## config.mk

```make
export PLATFORM = sky130hd
export DESIGN_NAME = aperture_xlate
export DESIGN_NICKNAME = d
export VERILOG_FILES = /design/src/rtl/apx_pkg.sv /design/src/rtl/apx_regs.sv /design/src/rtl/apx_tlb.sv /design/src/rtl/apx_walker.sv /design/src/rtl/aperture_xlate.sv
export SDC_FILE = /design/constraint.sdc
export NUM_CORES = 1
export LEC_CHECK = 0
export ABC_AREA = 1
export CAP_MARGIN = 25
export CORE_MARGIN = 2
export CORE_UTILIZATION = 45
export CTS_CLUSTER_DIAMETER = 120
export DETAILED_ROUTE_END_ITERATION = 8
export PLACE_DENSITY = 0.7
export SKIP_CTS_REPAIR_TIMING = 1
export SLEW_MARGIN = 20
export SYNTH_ARGS = -nofsm -noshare
export SYNTH_HDL_FRONTEND = slang
export SYNTH_SLANG_ARGS = --single-unit
```

## constraint.sdc

```tcl
create_clock -name clk -period 3.52 [get_ports clk]
set_clock_uncertainty 0.15 [all_clocks]
set_input_delay 0.704 -clock clk [delete_from_list [all_inputs] [get_ports clk]]
set_output_delay 0.704 -clock clk [all_outputs]
set_load 0.02 [all_outputs]
```

## src/rtl/apx_pkg.sv

```systemverilog
package apx_pkg;
  localparam int PG_SH  = 12;
  localparam int DIR_SH = 22;
  localparam int IDX_W  = 10;
  localparam int VPN_W  = 32 - PG_SH;
  localparam int MSK_W  = 7;

  localparam logic [7:0] OFF_CTRL  = 8'h00;
  localparam logic [7:0] OFF_TBASE = 8'h04;
  localparam logic [7:0] OFF_DFL   = 8'h0C;
  localparam logic [7:0] OFF_PFL   = 8'h14;
  localparam logic [7:0] OFF_ABASE = 8'h18;
  localparam logic [7:0] OFF_AMASK = 8'h1C;

  typedef enum logic [1:0] {S_IDLE, S_DIR, S_PT} walk_st_t;

  function automatic logic mask_ok(logic [MSK_W-1:0] m);
    logic [MSK_W-1:0] n;
    n = ~m;
    return m[MSK_W-1] && ((n & (n + 1'b1)) == '0);
  endfunction
endpackage

```

## src/rtl/apx_regs.sv

```systemverilog
module apx_regs
  import apx_pkg::*;
#(
  parameter int FLUSH_CYCLES = 2,
  parameter logic [7:0] CTRL_RST = 8'h01
) (
  input  logic                clk,
  input  logic                rst,
  input  logic                reg_wr,
  input  logic                reg_rd,
  input  logic [7:0]          reg_addr,
  input  logic [31:0]         reg_wdata,
  output logic [31:0]         reg_rdata,
  input  logic                walk_idle,
  output logic [7:0]          ctrl,
  output logic [VPN_W-1:0]    tbase,
  output logic [IDX_W-1:0]    abase,
  output logic [MSK_W-1:0]    amask,
  output logic                flush_busy,
  output logic                flush_done
);
  localparam int CW = $clog2(FLUSH_CYCLES + 1);

  logic [1:0] busy;
  logic [1:0] done;

  always_ff @(posedge clk) begin
    if (rst) begin
      ctrl  <= CTRL_RST;
      tbase <= '0;
      abase <= '0;
      amask <= '1;
    end else if (reg_wr) begin
      case (reg_addr)
        OFF_CTRL:  ctrl  <= reg_wdata[23:16];
        OFF_TBASE: tbase <= reg_wdata[31:PG_SH];
        OFF_ABASE: abase <= reg_wdata[31:DIR_SH];
        OFF_AMASK: if (mask_ok(reg_wdata[31:32-MSK_W])) amask <= reg_wdata[31:32-MSK_W];
        default: ;
      endcase
    end
  end

  // index 0: posted flush, index 1: directory flush
  for (genvar g = 0; g < 2; g++) begin : g_fl
    localparam logic [7:0] MY_OFF = (g == 0) ? OFF_PFL : OFF_DFL;
    logic          bsy;
    logic [CW-1:0] cnt;
    always_ff @(posedge clk) begin
      if (rst) begin
        bsy <= 1'b0;
        cnt <= '0;
      end else if (!bsy) begin
        if (reg_wr && reg_addr == MY_OFF && reg_wdata[0]) begin
          bsy <= 1'b1;
          cnt <= CW'(FLUSH_CYCLES - 1);
        end
      end else if (walk_idle) begin
        if (cnt == '0) bsy <= 1'b0;
        else           cnt <= cnt - 1'b1;
      end
    end
    assign busy[g] = bsy;
    assign done[g] = bsy && walk_idle && (cnt == '0);
  end

  assign flush_busy = |busy;
  assign flush_done = |done;

  always_ff @(posedge clk) begin
    if (rst) reg_rdata <= '0;
    else if (reg_rd) begin
      case (reg_addr)
        OFF_CTRL:  reg_rdata <= {8'h00, ctrl, 16'h0000};
        OFF_TBASE: reg_rdata <= {tbase, {PG_SH{1'b0}}};
        OFF_DFL:   reg_rdata <= {31'd0, busy[1]};
        OFF_PFL:   reg_rdata <= {31'd0, busy[0]};
        OFF_ABASE: reg_rdata <= {abase, {DIR_SH{1'b0}}};
        OFF_AMASK: reg_rdata <= {amask, {(32-MSK_W){1'b0}}};
        default:   reg_rdata <= '0;
      endcase
    end
  end

  assert_mask_legal_R9: assert property (@(posedge clk) disable iff (rst)
    mask_ok(amask));

  assert_flush_seen_R7: assert property (@(posedge clk) disable iff (rst)
    (reg_wr && reg_addr == OFF_PFL && reg_wdata[0] && !busy[0]) |=> busy[0]);
endmodule

```

## src/rtl/apx_tlb.sv

```systemverilog
module apx_tlb
  import apx_pkg::*;
#(
  parameter int ENTRIES = 8
) (
  input  logic             clk,
  input  logic             rst,
  input  logic [VPN_W-1:0] lk_vpn,
  output logic             hit,
  output logic [VPN_W-1:0] hit_ppn,
  input  logic             fill,
  input  logic [VPN_W-1:0] fill_vpn,
  input  logic [VPN_W-1:0] fill_ppn,
  input  logic             inval
);
  localparam int PW = (ENTRIES > 1) ? $clog2(ENTRIES) : 1;

  logic [PW-1:0]      ptr;
  logic [ENTRIES-1:0] hv;
  logic [VPN_W-1:0]   ppn_a [ENTRIES];

  for (genvar i = 0; i < ENTRIES; i++) begin : g_ent
    logic             vld;
    logic [VPN_W-1:0] vpn;
    logic [VPN_W-1:0] ppn;
    always_ff @(posedge clk) begin
      if (rst || inval) vld <= 1'b0;
      else if (fill && ptr == PW'(i)) begin
        vld <= 1'b1;
        vpn <= fill_vpn;
        ppn <= fill_ppn;
      end
    end
    assign hv[i]    = vld && (vpn == lk_vpn);
    assign ppn_a[i] = ppn;
  end

  always_ff @(posedge clk) begin
    if (rst) ptr <= '0;
    else if (fill && !inval) ptr <= (ptr == PW'(ENTRIES - 1)) ? '0 : ptr + 1'b1;
  end

  always_comb begin
    hit_ppn = '0;
    for (int i = 0; i < ENTRIES; i++)
      if (hv[i]) hit_ppn = hit_ppn | ppn_a[i];
  end
  assign hit = |hv;

  assert_single_hit_R5: assert property (@(posedge clk) disable iff (rst)
    $onehot0(hv));
endmodule

```

## src/rtl/apx_walker.sv

```systemverilog
module apx_walker
  import apx_pkg::*;
(
  input  logic             clk,
  input  logic             rst,
  input  logic             xl_valid,
  output logic             xl_ready,
  input  logic [31:0]      xl_addr,
  output logic             rsp_valid,
  output logic [31:0]      rsp_addr,
  output logic             rsp_err,
  output logic             mem_req,
  output logic [31:0]      mem_addr,
  input  logic             mem_rvalid,
  input  logic [31:0]      mem_rdata,
  input  logic             cache_en,
  input  logic [VPN_W-1:0] tbase,
  input  logic [IDX_W-1:0] abase,
  input  logic [MSK_W-1:0] amask,
  input  logic             flush_busy,
  input  logic             tlb_hit,
  input  logic [VPN_W-1:0] tlb_ppn,
  output logic             fill,
  output logic [VPN_W-1:0] fill_vpn,
  output logic [VPN_W-1:0] fill_ppn,
  output logic             walk_idle
);
  walk_st_t         st;
  logic [31:0]      cur;
  logic             in_ap;
  logic [IDX_W-1:0] dir_idx;
  logic             accept;

  always_comb begin
    in_ap    = ((xl_addr[31:32-MSK_W] ^ abase[IDX_W-1:IDX_W-MSK_W]) & amask) == '0;
    dir_idx  = xl_addr[31:DIR_SH] - abase;
    xl_ready = (st == S_IDLE) && !flush_busy;
    accept   = xl_valid && xl_ready;
  end

  assign walk_idle = (st == S_IDLE);
  assign fill_vpn  = cur[31:PG_SH];

  always_ff @(posedge clk) begin
    if (rst) begin
      st        <= S_IDLE;
      cur       <= '0;
      mem_req   <= 1'b0;
      mem_addr  <= '0;
      rsp_valid <= 1'b0;
      rsp_addr  <= '0;
      rsp_err   <= 1'b0;
      fill      <= 1'b0;
      fill_ppn  <= '0;
    end else begin
      mem_req   <= 1'b0;
      rsp_valid <= 1'b0;
      fill      <= 1'b0;
      case (st)
        S_IDLE: if (accept) begin
          if (!in_ap) begin
            rsp_valid <= 1'b1;
            rsp_addr  <= xl_addr;
            rsp_err   <= 1'b0;
          end else if (cache_en && tlb_hit) begin
            rsp_valid <= 1'b1;
            rsp_addr  <= {tlb_ppn, xl_addr[PG_SH-1:0]};
            rsp_err   <= 1'b0;
          end else begin
            cur      <= xl_addr;
            mem_req  <= 1'b1;
            mem_addr <= {tbase, {PG_SH{1'b0}}} + {20'd0, dir_idx, 2'b00};
            st       <= S_DIR;
          end
        end
        S_DIR: if (mem_rvalid) begin
          if (!mem_rdata[0]) begin
            rsp_valid <= 1'b1;
            rsp_addr  <= '0;
            rsp_err   <= 1'b1;
            st        <= S_IDLE;
          end else begin
            mem_req  <= 1'b1;
            mem_addr <= {mem_rdata[31:PG_SH], {PG_SH{1'b0}}} + {20'd0, cur[DIR_SH-1:PG_SH], 2'b00};
            st       <= S_PT;
          end
        end
        S_PT: if (mem_rvalid) begin
          rsp_valid <= 1'b1;
          rsp_err   <= !mem_rdata[0];
          rsp_addr  <= mem_rdata[0] ? {mem_rdata[31:PG_SH], cur[PG_SH-1:0]} : '0;
          fill      <= cache_en && mem_rdata[0];
          fill_ppn  <= mem_rdata[31:PG_SH];
          st        <= S_IDLE;
        end
        default: st <= S_IDLE;
      endcase
    end
  end

  assert_err_zero_R4: assert property (@(posedge clk) disable iff (rst)
    (rsp_valid && rsp_err) |-> (rsp_addr == 32'd0));

  assert_req_in_walk_R8: assert property (@(posedge clk) disable iff (rst)
    mem_req |-> (st != S_IDLE));
endmodule

```

## src/rtl/aperture_xlate.sv

```systemverilog
module aperture_xlate
  import apx_pkg::*;
#(
  parameter int TLB_ENTRIES  = 8,
  parameter int FLUSH_CYCLES = 2
) (
  input  logic        clk,
  input  logic        rst,
  input  logic        reg_wr,
  input  logic        reg_rd,
  input  logic [7:0]  reg_addr,
  input  logic [31:0] reg_wdata,
  output logic [31:0] reg_rdata,
  input  logic        xl_valid,
  output logic        xl_ready,
  input  logic [31:0] xl_addr,
  output logic        rsp_valid,
  output logic [31:0] rsp_addr,
  output logic        rsp_err,
  output logic        mem_req,
  output logic [31:0] mem_addr,
  input  logic        mem_rvalid,
  input  logic [31:0] mem_rdata
);
  logic [7:0]       ctrl;
  logic [VPN_W-1:0] tbase;
  logic [IDX_W-1:0] abase;
  logic [MSK_W-1:0] amask;
  logic             flush_busy, flush_done, walk_idle;
  logic             tlb_hit, fill;
  logic [VPN_W-1:0] tlb_ppn, fill_vpn, fill_ppn;

  apx_regs #(.FLUSH_CYCLES(FLUSH_CYCLES)) u_regs (
    .clk(clk), .rst(rst), .reg_wr(reg_wr), .reg_rd(reg_rd), .reg_addr(reg_addr),
    .reg_wdata(reg_wdata), .reg_rdata(reg_rdata), .walk_idle(walk_idle),
    .ctrl(ctrl), .tbase(tbase), .abase(abase), .amask(amask),
    .flush_busy(flush_busy), .flush_done(flush_done));

  apx_tlb #(.ENTRIES(TLB_ENTRIES)) u_tlb (
    .clk(clk), .rst(rst), .lk_vpn(xl_addr[31:PG_SH]), .hit(tlb_hit), .hit_ppn(tlb_ppn),
    .fill(fill), .fill_vpn(fill_vpn), .fill_ppn(fill_ppn), .inval(flush_done));

  apx_walker u_walk (
    .clk(clk), .rst(rst), .xl_valid(xl_valid), .xl_ready(xl_ready), .xl_addr(xl_addr),
    .rsp_valid(rsp_valid), .rsp_addr(rsp_addr), .rsp_err(rsp_err),
    .mem_req(mem_req), .mem_addr(mem_addr), .mem_rvalid(mem_rvalid), .mem_rdata(mem_rdata),
    .cache_en(ctrl[0]), .tbase(tbase), .abase(abase), .amask(amask),
    .flush_busy(flush_busy), .tlb_hit(tlb_hit), .tlb_ppn(tlb_ppn),
    .fill(fill), .fill_vpn(fill_vpn), .fill_ppn(fill_ppn), .walk_idle(walk_idle));

  assert_hold_off_R8: assert property (@(posedge clk) disable iff (rst)
    flush_busy |-> !xl_ready);
endmodule

```

# Word-level counts from Yosys, hierarchy flattened
# Cells that the tools add are included.
[word_totals] output_inout_bits=100 reg_bits=536 wordCells=234
[classes] mux=67 n_reduce_logical=68 add_sub_neg=7 n_bitwise=15 n_eq_ne=34
[op_table] op="2-to-1 mux 32 bit" count=12
[op_table] op="case mux 32 bit (6 select lines)" count=1
[op_table] op="equality test 20 bit" count=8
[op_table] op="2-to-1 mux 20 bit" count=8
[op_table] op="bitwise OR 20 bit" count=7
[op_table] op="case mux 32 bit (3 select lines)" count=1
[op_table] op="adder 32 x 12 -> 32 bit" count=2
[op_table] op="case mux 32 bit (2 select lines)" count=1
[op_table] op="logical AND 1 bit" count=30
[op_table] op="2-to-1 mux 2 bit" count=14
[op_table] op="2-to-1 mux 1 bit" count=25
[op_table] op="equality test 8 x 5 -> 1 bit (second input constant)" count=3
[op_table] op="AND reduction 2 bit" count=12
[op_table] op="AND 7 bit" count=2
[op_table] op="logical NOT 7 bit" count=2
[op_table] op="!= test 2 bit (second input constant)" count=7
[op_table] op="equality test 3 bit (second input constant)" count=4
[op_table] op="AND reduction 6 bit" count=2
[op_table] op="subtractor 10 bit" count=1
[op_table] op="AND reduction 3 bit" count=3
[op_table] op="equality test 8 x 3 -> 1 bit (second input constant)" count=1
[op_table] op="equality test 8 x 4 -> 1 bit (second input constant)" count=1
[op_table] op="logical NOT 8 bit" count=1
[op_table] op="!= test 2 x 1 -> 1 bit (second input constant)" count=4
[op_table] op="other kinds (26)" count=39

# Logic depth before layout (Yosys ltp)
# Gate-level depths: netlist of the first run.
[logic_depth] word_depth=21 ltp_mapped=20 depth_no_buf=17

# Hierarchy
# Synthesis of the first run repeated with hierarchy kept, for this count alone.
[hier_totals] cells_unflattened=2764 area_unflattened_um2=24208.2
[by_module_without_submodules] mod="apx_tlb" cells_per_inst=1363 area_each_um2=14823.0 instances=1
[by_module_without_submodules] mod="apx_walker" cells_per_inst=956 area_each_um2=6144.6 instances=1
[by_module_without_submodules] mod="apx_regs" cells_per_inst=445 area_each_um2=3240.6 instances=1

# Worst setup path before layout of the first run
# OpenSTA, ideal clock, no wires.
[synth_timing] kind="in2reg" startpoint="in rst" endpoint="reg u_tlb.g_ent[0].ppn[0] (enable)" t_arrival_ns=3.103 cell_stages=5 setup_time_ns=0.438 slack_ns=-0.171 path_cell_list="clkbuf_1 -> inv_2 -> nand3_1 -> clkbuf_1 -> nor2_1"
[synth_via] elab_chain_cells=3
[synth_lines] element="start, declared" line="aperture_xlate.sv:8" source="input logic rst,"
[synth_lines] element="logical OR 1 bit" line="apx_tlb.sv:27" source="if (rst || inval) vld <= 1'b0;"
[synth_lines] element="NOT 1 bit (no line)"
[synth_lines] element="AND reduction 2 bit (no line)"
[synth_lines] element="end signal, assigned" line="apx_tlb.sv:31" source="ppn <= fill_ppn;"
[synth_lines] element="end, declared" line="apx_tlb.sv:25" source="logic [VPN_W-1:0] ppn;"
# No other way between the ends.
# A chain may end at the register's enable or synchronous reset.

# Worst setup path in the final report of the first run
[layout_timing] startpoint="reg u_walk.st[0]" endpoint="out xl_ready"
[layout_via] elab_chain_cells=2
[layout_lines] element="start, declared" line="apx_walker.sv:28" source="walk_st_t st;"
[layout_lines] element="start signal, assigned" line="apx_walker.sv:46" source="st <= S_IDLE;"
[layout_lines] element="start signal, assigned" line="apx_walker.sv:73" source="st <= S_DIR;"
[layout_lines] element="start signal, assigned" line="apx_walker.sv:81" source="st <= S_IDLE;"
[layout_lines] element="logical NOT 2 bit" line="apx_walker.sv:37" source="xl_ready = (st == S_IDLE) && !flush_busy;"
[layout_lines] element="logical AND 1 bit" line="apx_walker.sv:37"
[layout_lines] element="end, declared" line="aperture_xlate.sv:15" source="output logic xl_ready,"
# No other way between the ends.

==> results of run 1 <==
## worst paths after layout
check                           cells after the start                   from                   to  slack, ns
worst max-delay path                                5           u_walk.st[0]             xl_ready       0.16
worst min-delay path                                2          u_walk.cur[9]        u_walk.cur[9]       0.29
worst max register to register                     15  u_tlb.g_ent[2].vpn[1]  u_walk.rsp_addr[25]       0.72
worst min register to register                      2          u_walk.cur[9]        u_walk.cur[9]       0.29
## synth_stat cells (22+ instances only)
cell | n | area [um^2]
inv_1 | 341 | 1280
buf_2 | 28 | 140
inv_2 | 22 | 82.6
nand3_1 | 106 | 531
dfxtp_1 | 203 | 4060
nand4_1 | 138 | 863
nor2_1 | 407 | 1530
o21ai_0 | 166 | 831
edfxtp_1 | 320 | 9610
clkbuf_1 | 73 | 274
nand2_1 | 827 | 3100
buf_4 | 31 | 233
a21oi_1 | 207 | 1040
## area by class of cell
class | instances | area, um^2 | area share
clock buffer | 74 | 1470 | 0.0480
multi-input combinational | 2027 | 9410 | 0.308
timing repair buffer | 364 | 3390 | 0.111
sequential | 523 | 13700 | 0.447
tap | 748 | 936 | 0.0306
clock inverter | 26 | 308 | 0.0101
inverter | 366 | 1380 | 0.0450
## layout by cell type (no fill, tap or decap), types with 6 or more instances in the layout
cell             netlist  final
nand3_2                6      7
conb_1                 1     13
nand2_1              827    827
dfxtp_1              203    203
buf_12                 1     18
nor2_1               407    399
nand3b_1               6      6
nor2_2                11     11
o21ai_0              166    166
clkbuf_8               0      6
clkdlybuf4s50_1        0    174
clkinv_2               0     14
buf_4                 31    172
o21ai_1                6      6
xor2_1                 9      9
ha_1                  21     21
nor2_4                15     23
xnor2_1               12     12
inv_2                 22     21
bufinv_16              0      6
nand2_2                7      7
o211ai_1               9      9
a21oi_1              207    207
edfxtp_1             320    320
nor3_1                 8      8
clkbuf_1              73     13
inv_1                341    341
clkbuf_16              0     53
o221ai_1               6      6
o22ai_1                9      9
nand4_1              138    138
a22oi_1               12     12
nand3_1              106    105
## routing by layer
metal / wire length [um] / share of wire / vias to the layer above / GRT usage
li1: - / - / 10600 / -
met1: 32900 / 0.39 / 10300 / 0.381
met3: 9110 / 0.11 / 176 / 0.0657
met4: 3450 / 0.041 / 2 / 0.117
met5: 13 / 0.00015 / - / 0
met2: 38500 / 0.46 / 1124 / 0.470
## flip-flops by register name (all words and copies together) (netlist names), 8 cells and up
name and cells:
u_tlb.g_ent.ppn 160, u_tlb.g_ent.vpn 160, u_walk.cur 32, u_walk.rsp_addr 32, u_walk.mem_addr 30, u_regs.reg_rdata 21
u_regs.tbase 20, u_walk.fill_ppn 20, u_regs.abase 10, u_regs.ctrl 8, u_tlb.g_ent.vld 8
## power groups by stage
stage,Sequential [W],Combinational [W],Clock (W)
after floorplan,0.00696,0.000884,0
after global placement,0.00680,0.00190,0
after detailed placement,0.00679,0.00191,0
after CTS,0.00667,0.00192,0.00585
after global routing,0.00668,0.00209,0.00609
final,0.00667,0.00193,0.00581
## worst reg2reg max path, stage by stage, from the launching register on
cell and delay [ns]:
edfxtp_1 0.39, nand2_1 0.27, o21ai_0 0.15, nor2_1 0.10, nand2_1 0.06, nor2_1 0.23
nand3_1 0.11, nand2_1 0.18, nor2_1 0.08, nand3_1 0.20, nand2_1 0.11, nand3_2 0.09
buf_12 0.24, nand3_1 0.17, nand2_1 0.08, nor2_1 0.06
## through the flow
stage / total power (W) / utilization / hold WS [ns] / area (um^2) / setup slack, ns
after floorplan: 0.00784 / - / 0.273 / 25200 / -0.171
after global placement: 0.00869 / 0.521 / 0.282 / 28800 / -0.131
after detailed placement: 0.00870 / 0.521 / 0.286 / 28800 / -0.154
after CTS: 0.0144 / 0.554 / 0.296 / 30600 / 0.108
after global routing: 0.0149 / 0.554 / 0.311 / 30600 / 0.0412
final: 0.0144 / 0.554 / 0.295 / 30600 / 0.156
## cells by family after synthesis
family | Yosys count | share of synthesized area
adder cells (fa/ha/maj) | 22 | 0.0112
AND/OR/NAND/NOR | 1545 | 0.261
flip-flops | 523 | 0.544
AO/OA/AOI/OAI | 426 | 0.0895
other | 1 | 0.000149
buffers and inverters | 517 | 0.0867
XOR/XNOR | 21 | 0.00732
==> out/results.ini, run 1 <==
[status]
status=completed

[timing]
slew_headroom=0.442
rsz0062_at_grt=no
slew_viol_final=0
setup_violations=0
fin_crit_sh=0.956
finalCriticalPeriod_ns=3.36
hold_viol=0
fin_tns_setup_ns=0
fmax_ghz=0.297
worstMarginPinSlew_ns=0.837

[power_and_ir_drop]
p_per_area_nw_per_um2=471
leakage_nw=13.3
pwr-share-comb=0.134
share_seq_of_total_power=0.463
ir_worst_vdd_uv=346
switchingPower_w=0.00369
p_int_w=0.0107
pwr-share-clk=0.403
switching_share=0.256

[yosys]
async_flop_share=0
ys_seq_area_frac=0.544
ys_ff_latch=523
syn_avg_cell_area_um2=8.23
syn_area_um2=25100
synth_edf_count=320
synthFlopType=edfxtp_1
yosysWarnings=0
syn_inst=3055
ys_types=50

[worst_setup_path]
crit_slowest_cell=clkdlybuf4s50_1
critPathLaunchType=register
worstSetupPathType=register to output port
cpPeakStageDelay_ns=0.72
cp-end-kind=output port
crit_fanout=4
path_buf_inv=3
path_delay_family=buffers and inverters
cp.arrival_ns=2.51
path_cells=inv_1 > ha_1 > inv_1 > nor3_1 > clkdlybuf4s50_1
path_common_cell=inv_1
crit_required_ns=2.67

[drt]
vias=22200
drtAntennaViolNets=0
wire_per_inst_um=20.3
first_pass_iters=6
drtIter0Drc=2463
drt-total-wl_um=84000
remaining_drc_errors=0
avgViaCountPerCell=5.37

[placed_design]
dp.cells=4028
gp_congestion=0.985
place.port_buffers=174
place_hpwl_um=59500

[final_layout]
areaGrowthSynthToFinish_pct=21.6
layout.nets=3467
final_cells=4128
antenna_cells=0
drive_gt1_frac=0.105
fillers=5020

[grt]
grt_pass1_vias=20700
antenna_found_initial=2
grt_max_degree=170
track_usage=0.292
globalRoute.totalOverflow=0
grt_pass1_wl_um=125000

[cts]
cts-root-buf=clkbuf_16
cts_tree=built
clk_latency_ns=0.63
path_clk_slew_ns=0.06
ctsLongestPathBuffers=3
cts_buffers=53
clock_sinks=523
ctsHtreeMaxLevel=2

[die]
initial_utilization=0.455
design.die.area_um2=57800
design.core.area_um2=55200
die_h_um=240
die_x_um=240
io_pins=210
fp-row-count=86

[min_path]
hp-class=register to register

[flow_run]
max-cap-violations=0

No activity file was read; power rests on OpenSTA's default activity.
==> run 2, diff against run 1 <==
- CTS_BUF_LIST: not set -> sky130_fd_sc_hd__clkbuf_8
- PLACE_DENSITY: 0.7 -> 0.67
- clock period: 3.52 -> 3.75 ns (I/O delays scaled with it)
==> out/results.ini, run 2 (synthesized netlist as in run 1, its figures left out) <==
[status]
status=finished, violations left
violations=design-rule violations

[placed_design]
place.port_buffers=174
place_hpwl_um=63600
dp_slack_ns=-0.0171
gp_congestion=0.951

[timing]
finalCriticalPeriod_ns=3.49
fin_ws_ns=0.263
slew_headroom=0.476
fmax_ghz=0.287
hold_viol=0
fin_crit_sh=0.930
fin_tns_setup_ns=0
rsz0062_at_grt=no
slew_viol_final=0
worstMarginPinSlew_ns=0.786
setup_violations=0

[worst_setup_path]
cp-end-kind=output port
path_cells=inv_1 > ha_1 > buf_4 > inv_1 > nor3_1 > clkdlybuf4s50_1
path_common_cell=inv_1
cp.arrival_ns=2.59
crit_slowest_cell=clkdlybuf4s50_1
cpPeakStageDelay_ns=0.69
path_buf_inv=4
crit_fanout=10
path_delay_family=buffers and inverters
crit_required_ns=2.85
worstSetupPathType=register to output port
critPathLaunchType=register

[grt]
globalRoute.totalOverflow=0
track_usage=0.305
grt_pass1_wl_um=129000
antenna_found_initial=4
grt_max_degree=170
grt_pass1_vias=21300

[drt]
first_pass_iters=8
vias=22300
drt-total-wl_um=87700
drtIter0Drc=2082
wire_per_inst_um=21.1
avgViaCountPerCell=5.37
drtAntennaViolNets=0
remaining_drc_errors=2

[die]
die_x_um=240
initial_utilization=0.455
design.core.area_um2=55200
fp-row-count=86
io_pins=210
design.die.area_um2=57800
die_h_um=240

[min_path]
hp-class=register to register

[cts]
ctsHtreeMaxLevel=3
clock_sinks=523
cts_buffers=89
cts-root-buf=clkbuf_8
path_clk_slew_ns=0.06
cts_tree=built
ctsLongestPathBuffers=3
clk_latency_ns=0.71

[final_layout]
final_cell_mix=827 x nand2_1, 399 x nor2_1, 378 x inv_1
layout_commonest_cell=nand2_1
reg_top3=u_tlb.g_ent.ppn x160, u_tlb.g_ent.vpn x160
layout.nets=3456
drive_gt1_frac=0.100
areaGrowthSynthToFinish_pct=20.3

[power_and_ir_drop]
p_per_area_nw_per_um2=437
ir_worst_vdd_uv=369
leakage_nw=13.2

[flow_run]
max-cap-violations=0

[run 2: cell types whose count changed in the layout (fill, tap and decap cells not counted), moves of 2 or more]
cell,previous run,this run
clkbuf_8,6,106
clkbuf_16,53,0
buf_4,172,123
inv_1,341,378
clkbuf_1,13,0
clkinv_2,14,4
clkinv_1,5,14
bufinv_16,6,3
inv_6,1,4
buf_12,18,20
clkbuf_2,2,0
clkinv_8,2,0
[run 2: power breakdown]
part           switching [W]  total [W]  leakage (nW)  internal [W]
clock network        0.00241    0.00518          1.05       0.00277
registers          0.0000895    0.00627          4.98       0.00618
logic                0.00109    0.00178          7.18      0.000686
total                0.00359     0.0132          13.2       0.00964
[run 2: area by class of cell]
| type | count | area (um^2) |
|---|---|---|
| tap | 748 | 936 |
| clock inverter | 60 | 333 |
| inverter | 366 | 1380 |
| sequential | 523 | 13700 |
| clock buffer | 106 | 1460 |
| timing repair buffer | 317 | 3070 |
| fill | 5025 | 24900 |
| multi-input combinational | 2027 | 9410 |
| antenna | 1 | 2.50 |
[run 2: per-stage QoR]
stage | hold slack, ns | cell area (um^2) | total power [W] | utilization | instances
after floorplan | 0.273 | 25200 | 0.00736 | - | 3067
after detailed placement | 0.288 | 28500 | 0.00814 | 0.516 | 3981
after global routing | 0.313 | 30300 | 0.0137 | 0.548 | 4148
after global placement | 0.282 | 28500 | 0.00812 | 0.516 | 3981
final | 0.299 | 30300 | 0.0132 | 0.548 | 4148
after CTS | 0.297 | 30300 | 0.0133 | 0.548 | 4147
[run 2: path summary, 6_finish.rpt]
kind                        from                 end  slack, ns  depth (start not counted)
setup / recovery    u_walk.st[1]            xl_ready       0.26                          6
hold / removal    u_walk.cur[10]      u_walk.cur[10]       0.30                          2
setup reg to reg    u_walk.st[1]  u_walk.rsp_addr[2]       0.77                         11
hold reg to reg   u_walk.cur[10]      u_walk.cur[10]       0.30                          2
[run 2: metal layers]
metal,vias up,routed length (um),GRT usage
met5,-,34,0
met4,6,3810,0.145
met3,175,7650,0.0589
met2,1053,40400,0.493
met1,10500,35800,0.394
li1,10600,-,-
[run 2: tightest hold or removal path, stage by stage (launching register included)]
cell	delay, ns
dfxtp_1	0.30
inv_1	0.05
a21oi_1	0.05
